==> src/rtl/cload_pkg.sv <==
package cload_pkg;
  localparam int DATA_W = 64;
  localparam int IMM_W  = 16;
  localparam int IDX_W  = 6;
  localparam int OPC_W  = 8;
  localparam int INST_W = OPC_W + 2 + IMM_W + IDX_W;

  // Field positions within the instruction word
  localparam int IDX_LSB = 0;
  localparam int IMM_LSB = IDX_LSB + IDX_W;
  localparam int SGN_BIT = IMM_LSB + IMM_W;
  localparam int PRT_BIT = SGN_BIT + 1;
  localparam int OPC_LSB = PRT_BIT + 1;

  // modeSel encodings
  localparam logic [1:0] MODE_PASS  = 2'b00;
  localparam logic [1:0] MODE_CONST = 2'b01;
  localparam logic [1:0] MODE_ZEXT  = 2'b10;

  typedef enum logic [1:0] {
    SEL_PASS = 2'd0,
    SEL_FULL = 2'd1,
    SEL_PART = 2'd2,
    SEL_ZEXT = 2'd3
  } muxSelT;

  typedef struct packed {
    muxSelT            muxSel;
    logic              signFill;
    logic              capture;
    logic [IMM_W-1:0]  imm;
    logic [IDX_W-1:0]  dstIdx;
  } ctrlStrobesT;
endpackage

==> src/rtl/cload_ctrl.sv <==
module cload_ctrl
  import cload_pkg::*;
(
  input  logic              clk,
  input  logic              rstN,
  input  logic              instValid,
  input  logic [INST_W-1:0] instWord,
  input  logic [1:0]        modeSel,
  input  logic [OPC_W-1:0]  loadOpcode,
  output ctrlStrobesT       strobes
);
  logic [OPC_W-1:0] opcField;
  logic             partFlag;
  logic             opcHit;

  assign opcField = instWord[OPC_LSB +: OPC_W];
  assign partFlag = instWord[PRT_BIT];
  assign opcHit   = (opcField == loadOpcode);

  always_comb begin
    strobes.muxSel   = SEL_PASS;
    strobes.signFill = instWord[SGN_BIT];
    strobes.capture  = instValid;
    strobes.imm      = instWord[IMM_LSB +: IMM_W];
    strobes.dstIdx   = instWord[IDX_LSB +: IDX_W];
    unique case (modeSel)
      MODE_CONST: begin
        if (opcHit) strobes.muxSel = partFlag ? SEL_PART : SEL_FULL;
      end
      MODE_ZEXT: strobes.muxSel = SEL_ZEXT;
      default:   strobes.muxSel = SEL_PASS;
    endcase
  end

  // a wrong opcode never reaches a constant source
  a_r8_mismatch_pass: assert property (@(posedge clk) disable iff (!rstN)
    (modeSel == MODE_CONST && !opcHit) |-> (strobes.muxSel == SEL_PASS));
  // pass and reserved modes never select a constant source
  a_r6_pass_modes: assert property (@(posedge clk) disable iff (!rstN)
    (modeSel == MODE_PASS || modeSel == 2'b11) |-> (strobes.muxSel == SEL_PASS));
endmodule

==> src/rtl/cload_dpath.sv <==
module cload_dpath
  import cload_pkg::*;
(
  input  logic              clk,
  input  logic              rstN,
  input  ctrlStrobesT       strobes,
  input  logic [DATA_W-1:0] regOld,
  input  logic [DATA_W-1:0] xbarResult,
  output logic [DATA_W-1:0] wrData,
  output logic [IDX_W-1:0]  wrIdx,
  output logic              wrEn
);
  localparam int HI_W = DATA_W - IMM_W;

  logic [DATA_W-1:0] fullVal, partVal, zextVal, nextData;

  assign fullVal = {{HI_W{strobes.signFill}}, strobes.imm};
  assign partVal = {regOld[HI_W-1:0], strobes.imm};
  assign zextVal = {{HI_W{1'b0}}, xbarResult[IMM_W-1:0]};

  always_comb begin
    unique case (strobes.muxSel)
      SEL_FULL: nextData = fullVal;
      SEL_PART: nextData = partVal;
      SEL_ZEXT: nextData = zextVal;
      default:  nextData = xbarResult;
    endcase
  end

  always_ff @(posedge clk) begin
    if (!rstN) begin
      wrData <= '0;
      wrIdx  <= '0;
      wrEn   <= 1'b0;
    end else begin
      wrEn <= strobes.capture;
      if (strobes.capture) begin
        wrData <= nextData;
        wrIdx  <= strobes.dstIdx;
      end
    end
  end

  // one enable per accepted word, none otherwise, data held when idle
  a_r9_enable_follows: assert property (@(posedge clk) disable iff (!rstN)
    strobes.capture |=> wrEn);
  a_r9_idle_hold: assert property (@(posedge clk) disable iff (!rstN)
    !strobes.capture |=> (!wrEn && $stable(wrData) && $stable(wrIdx)));
  // partial load carries the old low bits up by one immediate width
  a_r5_partial_shift: assert property (@(posedge clk) disable iff (!rstN)
    (strobes.capture && strobes.muxSel == SEL_PART)
      |=> (wrData[DATA_W-1:IMM_W] == $past(regOld[HI_W-1:0])));
  // zero extend clears all upper bits
  a_r7_zext_upper: assert property (@(posedge clk) disable iff (!rstN)
    (strobes.capture && strobes.muxSel == SEL_ZEXT)
      |=> (wrData[DATA_W-1:IMM_W] == '0));
endmodule

==> src/rtl/cload_wsel.sv <==
module cload_wsel
  import cload_pkg::*;
(
  input  logic              clk,
  input  logic              rstN,
  input  logic              instValid,
  input  logic [INST_W-1:0] instWord,
  input  logic [1:0]        modeSel,
  input  logic [OPC_W-1:0]  loadOpcode,
  input  logic [DATA_W-1:0] regOld,
  input  logic [DATA_W-1:0] xbarResult,
  output logic [DATA_W-1:0] wrData,
  output logic [IDX_W-1:0]  wrIdx,
  output logic              wrEn
);
  ctrlStrobesT strobes;

  cload_ctrl uCtrl (
    .clk(clk), .rstN(rstN), .instValid(instValid), .instWord(instWord),
    .modeSel(modeSel), .loadOpcode(loadOpcode), .strobes(strobes)
  );

  cload_dpath uDpath (
    .clk(clk), .rstN(rstN), .strobes(strobes), .regOld(regOld),
    .xbarResult(xbarResult), .wrData(wrData), .wrIdx(wrIdx), .wrEn(wrEn)
  );

  // destination index comes from the low field of the accepted word
  a_r2_index_field: assert property (@(posedge clk) disable iff (!rstN)
    instValid |=> (wrIdx == $past(instWord[IDX_LSB +: IDX_W])));
  // reset leaves the write port quiet and cleared
  a_r1_reset_clear: assert property (@(posedge clk)
    !rstN |=> (!wrEn && wrData == '0 && wrIdx == '0));
endmodule

==> config.mk <==
export PLATFORM = sky130hd
export DESIGN_NAME = cload_wsel
export DESIGN_NICKNAME = d
export VERILOG_FILES = /design/src/rtl/cload_pkg.sv /design/src/rtl/cload_ctrl.sv /design/src/rtl/cload_dpath.sv /design/src/rtl/cload_wsel.sv
export SDC_FILE = /design/constraint.sdc
export NUM_CORES = 1
export LEC_CHECK = 0
export BUFFER_PORTS_ARGS = -buffer_cell sky130_fd_sc_hd__buf_2
export CORE_AREA = 2 2 94 96
export DETAILED_ROUTE_END_ITERATION = 6
export DIE_AREA = 0 0 96 98
export PLACE_DENSITY = 0.76
export SYNTH_ARGS = -nofsm -noshare
export SYNTH_HDL_FRONTEND = slang
export SYNTH_SLANG_ARGS = --single-unit
==> constraint.sdc <==
create_clock -name clk -period 2.25 [get_ports clk]
set_input_delay 0.3375 -clock clk [delete_from_list [all_inputs] [get_ports clk]]
set_output_delay 0.3375 -clock clk [all_outputs]
set_load 0.01 [all_outputs]
==> metrics.txt <==
number of I/O pins=244; global-route wire length before repair=15,000 µm; vias in the first global route=3,417; cell-by-cell listing of the critical path=buf_2 -> inv_1 -> ha_1 -> nor2b_1 -> nand4_2 -> or4_1 -> buf_4 -> a21oi_1 -> o21ai_0; transition time at the pin with the least slew margin=540 ps; endpoint arrival time on the critical path=2160 ps; final setup slack of the worst path=293 ps; Area contributors post-synth=sky130_fd_sc_hd__dfxtp_1 (46%), sky130_fd_sc_hd__o21ai_0 (13%), sky130_fd_sc_hd__a21oi_1 (10%); cts-stage hold buffer count=0; hold violation total from the final report=0; CTS-repair resized insts=0; Die H=98 µm; Setup Viol. Count Final=0; Routability Congestion=0.766; clock tree root driver cell=sky130_fd_sc_hd__clkbuf_8; post-synthesis instance area=3110 µm²; DR iter-0 viols=78; number of diodes=0; share of the synthesized area in the top cell type=0.457; outcome=finished clean; row count=34; path class of the lowest-slack min-delay path=in -> reg; Leak Pwr=2.19 nW; placed wire-length estimate=7200 µm; DR WL/cell=13.7 µm; slowest cell on the critical path=sky130_fd_sc_hd__or4_1; Max Fanout on Critical Path=23; power density over cell area=622 nW/µm²; buffer count from post-CTS setup fixing=0; vias per cell=5.01; pin count of the biggest net entering global routing=49; clock sink total=71; area leader, netlist=sky130_fd_sc_hd__dfxtp_1; Die Wd=96 µm; critical path start-end classification=in -> reg; worst rel slew slack=0.640; total length of routed wires=9750 µm; initial core utilization=0.367; clock insertion delay at the later pin of the skew report=320 ps; cell type group with the largest total delay on the critical path=simple AND/OR/NAND/NOR gates; gate count after technology mapping=382; final critical delay including setup and external delays=1960 ps; total routing resource utilization after global routing=0.201; number of warning messages in the yosys log=0; layout net count=773; antenna violations before repair=0; CTS buffer count=9; area inside the core boundary=8470 µm²; port buffer count=227; Post-Synthesis Net Count=557; total DRC errors in the routed layout=0; Post-Synthesis Mean Instance Area=8.14 µm²; total die area=9410 µm²; worst path buffer plus inverter count=3; number of search-and-repair iterations in the first detailed-routing pass=4; Post-Route Setup TNS=0 ps; total congestion overflow after global routing=0; utilization after layout=0.534; leading cell types in the layout, fill and taps excluded=sky130_fd_sc_hd__buf_2 (227), sky130_fd_sc_hd__o21ai_0 (81), sky130_fd_sc_hd__dfxtp_1 (71); number of filler cells placed in the layout=817; relative area change from synthesis to final layout=45.5%; flop2flop setup slack=1580 ps; highest cell delay on the worst timing path=590 ps; CP Launch Type=primary input; Peak supply drop=0.260 mV; Seq/Total Area, Yosys=0.457; CTS HTree Levels=3; count of antenna-violating nets left after detailed routing=0; maximum frequency from static timing analysis=511 MHz; Req. time, crit path=2450 ps; TritonCTS clock tree=built; Max Slew Vio Count=0; kind of capture point of the worst setup path=flop; clock tree skew after final layout=0 ps; Clock transition at path regs=80 ps; total vias in the final route=3,564; unrepaired setup endpoints after global routing=no; most common cell after layout, fill and taps aside=sky130_fd_sc_hd__buf_2; distinct cell type count of the synthesized netlist=24; maxcap violations=0; CTS Buffer Depth=2; proportion of layout cells with a drive suffix above 1=0.425; post-placement setup slack=-75.1 ps; post-route clock period utilization=0.870; register bit count reported by yosys=71
==> final cells by class <==
cell class | count | area, µm² | share of cell area
Sequential cell | 71 | 1420 | 0.314
Inverter | 2 | 7.51 | 0.00166
Clock buffer | 12 | 145 | 0.0321
Clock inverter | 4 | 45.0 | 0.00996
Tap cell | 108 | 135 | 0.0299
Timing Repair Buffer | 238 | 1230 | 0.272
Multi-Input combinational cell | 276 | 1540 | 0.340
==> cell usage after synthesis, drive strengths merged <==
cell	count
a21oi	64
a31oi	1
and2	2
buf	7
clkbuf	26
dfxtp	71
ha	2
inv	2
mux2i	22
nand2	49
nand2b	1
nand3	1
nand3b	1
nand4	1
nor2	1
nor2b	9
nor3	1
nor4	1
o21ai	111
or4	1
xnor2	8
==> layer usage <==
| metal | share of wire | wire, µm | up-vias | track usage |
|---|---|---|---|---|
| met5 | 0 | 0 | - | 0 |
| li1 | - | - | 1765 | - |
| met2 | 0.51 | 5020 | 149 | 0.379 |
| met4 | 0.017 | 163 | 0 | 0.0769 |
| met1 | 0.39 | 3800 | 1634 | 0.206 |
| met3 | 0.079 | 766 | 16 | 0.0517 |
==> through the flow <==
step	hold WS (ps)	instance area [µm²]	cells	total power [mW]
after floorplan	466	3110	382	1.59
after global placement	432	4330	695	1.83
after detailed placement	437	4330	695	1.85
after CTS	239	4520	711	2.85
after global routing	245	4520	711	2.96
final	258	4520	711	2.81
==> logic make-up (layout without fill, tap and decap cells) <==
| family | Yosys count | after routing | synth area share |
|---|---|---|---|
| AO/OA/AOI/OAI | 176 | 176 | 0.284 |
| flip-flops | 71 | 71 | 0.457 |
| AND/OR/NAND/NOR | 68 | 68 | 0.105 |
| buffers and inverters | 35 | 256 | 0.0527 |
| multiplexers | 22 | 22 | 0.0708 |
| XOR/XNOR | 8 | 8 | 0.0225 |
| adder cells (fa/ha/maj) | 2 | 2 | 0.00805 |
==> final timing paths <==
check,from,endpoint,cells after the start
setup / recovery,modeSel[0],uDpath.wrData[21],9
hold / removal,regOld[15],uDpath.wrData[31],3
setup reg to reg,uDpath.wrData[5],uDpath.wrData[5],2
hold reg to reg,uDpath.wrData[53],uDpath.wrData[53],2
==> worst register-to-register path: stages, from the launching register on <==
cell,delay [ps]
sky130_fd_sc_hd__dfxtp_1,310
sky130_fd_sc_hd__o21ai_0,170
sky130_fd_sc_hd__a21oi_1,60
==> power by group <==
group	internal, mW	switching, mW
clock network	0.538	0.458
registers	1.34	0.0360
logic	0.218	0.226
==> state kept, by name, summed over array words and instances (netlist names) <==
register       flops
uDpath.wrIdx       6
uDpath.wrEn        1
uDpath.wrData     64
No activity file was read; power rests on OpenSTA's default activity.
